==> src/rtl/spi_regrd_pkg.sv <==
package spi_regrd_pkg;

   typedef enum logic [1:0] {
      SEL_NONE  = 2'd0,
      SEL_STAT2 = 2'd1,
      SEL_CFG   = 2'd2,
      SEL_BANK  = 2'd3
   } reg_sel_e;

endpackage

==> src/rtl/srr_opcode_rx.sv <==
module srr_opcode_rx #(
   parameter int OP_W = 8
) (
   input  logic            sck_i,
   input  logic            cs_n_i,
   input  logic            si_i,
   output logic            op_done_o,
   output logic [OP_W-1:0] op_o
);
   localparam int CW = (OP_W > 1) ? $clog2(OP_W) : 1;
   localparam logic [CW-1:0] LAST = CW'(OP_W - 1);

   logic [CW-1:0]   bit_cnt;
   logic [OP_W-1:0] op_q;
   logic            done_q;

   generate
      if (OP_W < 2) begin : g_bad_opw
         $error("srr_opcode_rx: OP_W must be at least 2");
      end
   endgenerate

   always_ff @(posedge sck_i or posedge cs_n_i) begin
      if (cs_n_i) begin
         bit_cnt <= '0;
         op_q    <= '0;
         done_q  <= 1'b0;
      end else if (!done_q) begin
         op_q <= {op_q[OP_W-2:0], si_i};
         if (bit_cnt == LAST) begin
            done_q <= 1'b1;
         end else begin
            bit_cnt <= bit_cnt + CW'(1);
         end
      end
   end

   assign op_done_o = done_q;
   assign op_o      = op_q;

endmodule

==> src/rtl/srr_decode.sv <==
module srr_decode
   import spi_regrd_pkg::*;
#(
   parameter int              OP_W     = 8,
   parameter logic [OP_W-1:0] OP_STAT2 = 8'h07,
   parameter logic [OP_W-1:0] OP_CFG   = 8'h35,
   parameter logic [OP_W-1:0] OP_BANK  = 8'h16
) (
   input  logic            op_done_i,
   input  logic [OP_W-1:0] op_i,
   output reg_sel_e        sel_o,
   output logic            hit_o
);

   generate
      if (OP_STAT2 == OP_CFG || OP_STAT2 == OP_BANK || OP_CFG == OP_BANK) begin : g_bad_ops
         $error("srr_decode: command codes must be distinct");
      end
   endgenerate

   always_comb begin
      sel_o = SEL_NONE;
      if (op_done_i) begin
         unique case (op_i)
            OP_STAT2: sel_o = SEL_STAT2;
            OP_CFG:   sel_o = SEL_CFG;
            OP_BANK:  sel_o = SEL_BANK;
            default:  sel_o = SEL_NONE;
         endcase
      end
   end

   assign hit_o = (sel_o != SEL_NONE);

endmodule

==> src/rtl/srr_tx.sv <==
module srr_tx #(
   parameter int REG_W = 8
) (
   input  logic             sck_i,
   input  logic             cs_n_i,
   input  logic             start_i,
   input  logic             fresh_i,
   input  logic [REG_W-1:0] data_i,
   output logic             so_o,
   output logic             oe_o
);
   localparam int CW = (REG_W > 1) ? $clog2(REG_W) : 1;
   localparam logic [CW-1:0] LAST = CW'(REG_W - 1);

   logic [CW-1:0]    cnt_q;
   logic [REG_W-1:0] sh_q;
   logic [REG_W-1:0] hold_q;
   logic             oe_q;
   logic             take_new;

   generate
      if (REG_W < 2) begin : g_bad_regw
         $error("srr_tx: REG_W must be at least 2");
      end
   endgenerate

   // first byte of a transaction always samples the input
   assign take_new = fresh_i || !oe_q;

   always_ff @(negedge sck_i or posedge cs_n_i) begin
      if (cs_n_i) begin
         cnt_q  <= '0;
         sh_q   <= '0;
         hold_q <= '0;
         oe_q   <= 1'b0;
      end else if (start_i) begin
         oe_q <= 1'b1;
         if (cnt_q == '0) begin
            sh_q <= take_new ? data_i : hold_q;
            if (take_new) hold_q <= data_i;
         end else begin
            sh_q <= {sh_q[REG_W-2:0], 1'b0};
         end
         cnt_q <= (cnt_q == LAST) ? '0 : cnt_q + CW'(1);
      end
   end

   assign so_o = sh_q[REG_W-1];
   assign oe_o = oe_q;

   // a byte boundary that samples puts the input's top bit on SO
   a_r7_boundary_sample: assert property (@(negedge sck_i) disable iff (cs_n_i)
      (start_i && cnt_q == '0 && take_new) |=> (so_o == $past(data_i[REG_W-1])));

   // after the last bit of a byte the next byte begins at once
   a_r6_byte_wrap: assert property (@(negedge sck_i) disable iff (cs_n_i)
      (start_i && oe_q && cnt_q == LAST) |=> (oe_o && cnt_q == '0));

endmodule

==> src/rtl/spi_regrd_resp.sv <==
module spi_regrd_resp
   import spi_regrd_pkg::*;
#(
   parameter int               OP_W       = 8,
   parameter int               REG_W      = 8,
   parameter logic [OP_W-1:0]  OP_STAT2   = 8'h07,
   parameter logic [OP_W-1:0]  OP_CFG     = 8'h35,
   parameter logic [OP_W-1:0]  OP_BANK    = 8'h16,
   parameter bit               RELOAD_ALL = 1'b1
) (
   input  logic             sck_i,
   input  logic             cs_n_i,
   input  logic             si_i,
   input  logic             busy_i,
   input  logic [REG_W-1:0] stat2_i,
   input  logic [REG_W-1:0] cfg_i,
   input  logic [REG_W-1:0] bank_i,
   output logic             so_o,
   output logic             oe_o
);

   logic             op_done;
   logic [OP_W-1:0]  op_code;
   reg_sel_e         sel;
   logic             hit;
   logic [REG_W-1:0] reg_val;
   logic             fresh;

   srr_opcode_rx #(.OP_W(OP_W)) u_rx (
      .sck_i     (sck_i),
      .cs_n_i    (cs_n_i),
      .si_i      (si_i),
      .op_done_o (op_done),
      .op_o      (op_code)
   );

   srr_decode #(
      .OP_W     (OP_W),
      .OP_STAT2 (OP_STAT2),
      .OP_CFG   (OP_CFG),
      .OP_BANK  (OP_BANK)
   ) u_dec (
      .op_done_i (op_done),
      .op_i      (op_code),
      .sel_o     (sel),
      .hit_o     (hit)
   );

   always_comb begin
      unique case (sel)
         SEL_STAT2: reg_val = stat2_i;
         SEL_CFG:   reg_val = cfg_i;
         SEL_BANK:  reg_val = bank_i;
         default:   reg_val = '0;
      endcase
   end

   generate
      if (RELOAD_ALL) begin : g_reload_all
         assign fresh = 1'b1;
      end else begin : g_reload_status
         assign fresh = (sel == SEL_STAT2);
      end
   endgenerate

   srr_tx #(.REG_W(REG_W)) u_tx (
      .sck_i   (sck_i),
      .cs_n_i  (cs_n_i),
      .start_i (hit),
      .fresh_i (fresh),
      .data_i  (reg_val),
      .so_o    (so_o),
      .oe_o    (oe_o)
   );

   // no drive while the command byte is still arriving
   a_r4_quiet_opcode: assert property (@(posedge sck_i) disable iff (cs_n_i)
      !op_done |-> !oe_o);

   // an unknown command never enables the output
   a_r10_unknown_silent: assert property (@(posedge sck_i) disable iff (cs_n_i)
      (op_done && !hit) |-> !oe_o);

   // a decoded command is answered even while busy is high
   a_r8_busy_ignored: assert property (@(negedge sck_i) disable iff (cs_n_i)
      (busy_i && hit) |=> oe_o);

endmodule

==> config.mk <==
export PLATFORM = sky130hd
export DESIGN_NAME = spi_regrd_resp
export DESIGN_NICKNAME = d
export VERILOG_FILES = /design/src/rtl/spi_regrd_pkg.sv /design/src/rtl/srr_opcode_rx.sv /design/src/rtl/srr_decode.sv /design/src/rtl/srr_tx.sv /design/src/rtl/spi_regrd_resp.sv
export SDC_FILE = /design/constraint.sdc
export NUM_CORES = 1
export LEC_CHECK = 0
export ABC_AREA = 0
export CAP_MARGIN = 5
export CORE_MARGIN = 1.5
export CORE_UTILIZATION = 45
export DETAILED_ROUTE_END_ITERATION = 8
export PLACE_DENSITY = 0.72
export SYNTH_ARGS = -nofsm -noshare
export SYNTH_HDL_FRONTEND = slang
export SYNTH_SLANG_ARGS = --single-unit
==> constraint.sdc <==
create_clock -name sck_i -period 2.5 [get_ports sck_i]
set_input_delay 0.625 -clock sck_i [delete_from_list [all_inputs] [get_ports sck_i]]
set_output_delay 0.625 -clock sck_i [all_outputs]
set_load 0.02 [all_outputs]
==> Word level (Yosys, flattened, before mapping) <==
Index checks and enable logic that the tools add are counted.
{ "totals": {"regBits": 24, "word_cells": 28} }
{ "classes": {"n_addsub": 2, "eq_ne": 8, "mux": 7, "bitwise_logic": 2, "n_reduce_logical": 3} }
{ "op_table": {"columns": ["cell", "count"], "rows": [
  ["8-bit case mux with 3 select lines", 1],
  ["8-bit by 3-bit equality test with 1-bit output, second input constant", 1],
  ["8-bit by 5-bit equality test with 1-bit output, second input constant", 1],
  ["8-bit by 6-bit equality test with 1-bit output, second input constant", 1],
  ["8-bit 2-to-1 mux", 1],
  ["3-bit by 1-bit adder with 3-bit output, second input constant", 2],
  ["3-bit equality test, second input constant", 2],
  ["2-bit case mux with 3 select lines", 1],
  ["2-bit equality test, second input constant", 2],
  ["3-bit logical NOT", 1],
  ["3-bit 2-to-1 mux", 1],
  ["2-bit by 1-bit equality test with 1-bit output, second input constant", 1],
  ["1-bit 2-to-1 mux", 2],
  ["2-bit 2-to-1 mux", 1],
  ["1-bit inverter", 2],
  ["2-bit AND reduction", 1],
  ["2-bit nonzero test", 1]
]} }

==> Logic depth before layout (Yosys ltp) <==
{ "depth": {"depth_word": 6, "depth_mapped": 7} }

==> By module <==
Synthesis repeated with hierarchy kept, for this count alone.
{ "hier_totals": {"hier_cells": 140, "area_unflattened_um2": 1765.4} }
{ "modules_own_cells": {"columns": ["mod", "n_inst", "cells_each", "area_each_um2", "seq_area_each_um2"], "rows": [
  ["srr_tx", 1, 79, 996.0, 500.5],
  ["srr_opcode_rx", 1, 29, 493.0, 300.3],
  ["spi_regrd_resp", 1, 21, 195.2, 0.0],
  ["srr_decode", 1, 11, 81.3, 0.0]
]} }

==> impl_metrics.py <==
metrics = {
    "setup_path": {
        "critical_path.endpoint_type": "flop",
        "cp_data_required_time_ns": 1.42,
        "crit_type": "flop to flop",
        "cp_max_fo": 5,
        "crit_path_start_kind": "flop",
        "timing.critical_path.arrival_ns": 1.80,
    },
    "synth": {
        "yosysWarningCount": 0,
        "post_synth_instance_area_sq_um": 1370,
        "ys_async_sr_fraction": 1.00,
        "synth.net_count": 161,
        "synth_cell_types": 36,
        "syn_avg_cell_area_sq_um": 10.7,
        "synth.yosys.seq_area_share": 0.439,
        "synth_edf_count": 0,
        "post_synth_inst_count": 128,
        "ys_dominant_reg_cell": "dfrtp_1",
        "synth_seq_cells": 24,
    },
    "floorplan": {
        "initial_utilization": 0.484,
        "die_area_sq_um": 3380,
        "placement_rows": 19,
        "design.portCount": 30,
        "core_area_sq_um": 2830,
        "chipHeight_um": 58.2,
        "die_x_um": 58.2,
    },
    "routing": {
        "detailedRoute.firstPassIterationCount": 6,
        "post-route-drc-count": 2,
        "drt_iter0_drc": 51,
        "detail-route-antenna-nets": 0,
        "routed_wl_um": 3250,
        "vias_per_cell": 5.54,
        "vias": 1175,
        "routed_wire_length_per_instance_um": 15.3,
    },
    "timing": {
        "setup_repair_after_global_routing_missed_its_margin": "true",
        "final-max-slew-violation-count": 0,
        "max_slew.worst_pin.slew_ns": 0.371,
        "fin_ws_ns": -0.371,
        "clock_skew_ns": 0.0140,
        "timing_hold_violations_final": 0,
        "final.hold.worst_slack_ns": 0.456,
        "maxSlewHeadroom": 0.752,
        "setup_viol_count_final": 14,
    },
    "clock_network": {
        "cts_tree": "built",
        "insertion_delay_ns": 0.33,
        "cts-root-to-sink-buffers": 2,
        "cts-htree-levels": 1,
        "cts_hold_fix_bufs": 0,
        "clk_pin_slew_ns": 0.14,
        "cts_buffers": 3,
        "cts.root.buffer_cell": "clkbuf_4",
        "clkSinkCount": 24,
    },
    "global_routing": {
        "grt_max_degree": 25,
        "first_global_vias": 1269,
        "track_usage": 0.223,
        "sum_of_overflow_across_all_layers_after_global_routing": 0,
        "antenna_found_initial": 0,
        "grt_pass1_wl_um": 5640,
    },
    "placement": {
        "post-place-ws_ns": -0.407,
        "gp_congestion": 0.776,
        "number_of_input_and_output_port_buffers_inserted": 28,
        "placement.cell_area_sq_um": 1840,
        "place_hpwl_um": 2230,
    },
    "pwr": {
        "pwr_density_cell_nw_per_um2": 512,
        "power_leakage_nw": 0.874,
        "power.ir.vdd_worst_v": 0.000403,
    },
    "flow_run": {
        "maxCapViolCount": 0,
    },
    "cells_and_area": {
        "filler_cell_count": 215,
        "layout.cell_area.non_filler_sq_um": 2050,
        "fin_nets": 215,
        "diodes": 0,
        "area_growth_syn_to_layout_pct": 49.5,
        "drive_gt1_frac": 0.376,
    },
    "outcome": {
        "violations": "DRC, setup timing",
        "result_of_the_run": "complete, but fails checks",
    },
    "worst_hold_path": {
        "min_path_type": "flop to flop",
    },
}
-- sequential cells by signal, indices dropped and copies added (netlist names) --
register and count:
u_tx.cnt_q 3, u_rx.bit_cnt 3, u_rx.op_done_o 1, u_tx.oe_o 1, u_tx.sh_q 8, u_rx.op_o 8
-- cell type report --
type / count / area, sq um / share of cell area
clock inverter: 1 / 30.0 / 0.0147
timing repair buffer: 57 / 537 / 0.262
multi-input combinational: 89 / 788 / 0.385
sequential: 24 / 604 / 0.295
inverter: 7 / 26.3 / 0.0128
tap: 31 / 38.8 / 0.0189
clock buffer: 3 / 22.5 / 0.0110
-- cells in the final DEF (no fill, tap or decap), types with 2 or more instances in the layout --
master	Yosys	final
nor2_1	15	15
buf_4	1	24
dfrtp_1	12	9
o21bai_1	2	2
o21ai_1	0	3
o2bb2ai_1	4	4
ha_1	5	5
nand4bb_4	1	3
nand3b_1	6	6
a31oi_1	3	2
dfrtp_2	0	3
a221oi_2	5	5
nand2_1	4	4
a21oi_1	6	2
a21oi_2	0	4
buf_6	1	5
mux2_2	10	9
o21ai_0	8	4
clkbuf_4	0	3
clkdlybuf4s50_1	0	26
inv_1	7	7
dfrtn_1	12	12
nand4b_1	2	2
buf_12	0	2
and3_1	2	2
-- final timing paths --
check                                 to  slack [ns]         start  cells after the start
min                            u_tx.oe_o        0.46     u_tx.oe_o                      1
max reg2reg                u_tx.cnt_q[2]       -0.37  u_rx.op_o[5]                      5
min in group asynchronous   u_rx.op_o[5]        0.60        cs_n_i                      3
min reg2reg                    u_tx.oe_o        0.46     u_tx.oe_o                      1
max                        u_tx.cnt_q[2]       -0.37  u_rx.op_o[5]                      5
max in group asynchronous   u_tx.sh_q[7]        0.58        cs_n_i                      3
-- cells in the mapped netlist, types with 2 or more instances --
master	number	share of area
nand2_1	4	0.011
o2bb2ai_1	4	0.026
nor2_1	15	0.041
ha_1	5	0.046
buf_2	2	0.0073
o21ai_0	8	0.029
a21oi_1	6	0.022
inv_1	7	0.019
dfrtn_1	12	0.22
mux2_2	10	0.082
nand4b_1	2	0.013
nand4bb_1	2	0.016
dfrtp_1	12	0.22
a221oi_2	5	0.055
nand3b_1	6	0.033
clkbuf_1	4	0.011
and3_1	2	0.0091
o21bai_1	2	0.011
a31oi_1	3	0.014
-- worst max-delay path, cell delays in order, from the launching register on --
cell	delay, ns
dfrtp_2	0.46
buf_12	0.13
nand4bb_4	0.19
a311oi_4	0.23
buf_6	0.16
mux2_4	0.29
-- power breakdown --
| group | internal, W | leakage [nW] | switching [W] |
|---|---|---|---|
| sequential | 0.000443 | 0.267 | 0.0000315 |
| combinational | 0.000159 | 0.579 | 0.000125 |
| clock | 0.000162 | 0.0279 | 0.000128 |
| total | 0.000764 | 0.874 | 0.000284 |
-- cell families (layout without fill, tap and decap cells) --
| group | count (synthesis) | after routing | synth area share |
|---|---|---|---|
| buffers and inverters | 15 | 68 | 0.0512 |
| xor gates and xnor gates | 1 | 1 | 0.00640 |
| adders and majority gates | 5 | 5 | 0.0457 |
| DFF | 24 | 24 | 0.439 |
| AOI/OAI and AO/OA | 33 | 33 | 0.189 |
| and+or+nand+nor | 40 | 40 | 0.186 |
| muxes | 10 | 10 | 0.0823 |
-- repair_timing --
action | in CTS | in global routing
setup buffers | 8 | 2
resized for setup | 22 | 8
endpoints found under the setup margin | 14 | 14
pin swaps | 3 | 3
gates cloned | 2 | 0
-- per-layer routing --
| metal | routed length, um | vias to the layer above | GRT usage |
|---|---|---|---|
| met4 | 70 | 0 | 0.133 |
| met1 | 1460 | 569 | 0.264 |
| met2 | 1600 | 26 | 0.381 |
| met5 | 0 | - | 0 |
| met3 | 123 | 6 | 0.0313 |
| li1 | - | 574 | - |
-- through the flow --
| stage | TNS, ns | util | power (W) | instances |
|---|---|---|---|---|
| global placement | -4.99 | 0.650 | 0.000725 | 196 |
| floorplan | -2.14 | - | 0.000627 | 128 |
| detailed placement | -5.16 | 0.650 | 0.000732 | 196 |
| CTS | -4.04 | 0.711 | 0.00104 | 210 |
| global route | -5.11 | 0.724 | 0.00110 | 212 |
| finish | -4.26 | 0.724 | 0.00105 | 212 |
Note: power is estimated with default switching activity, not from simulation.
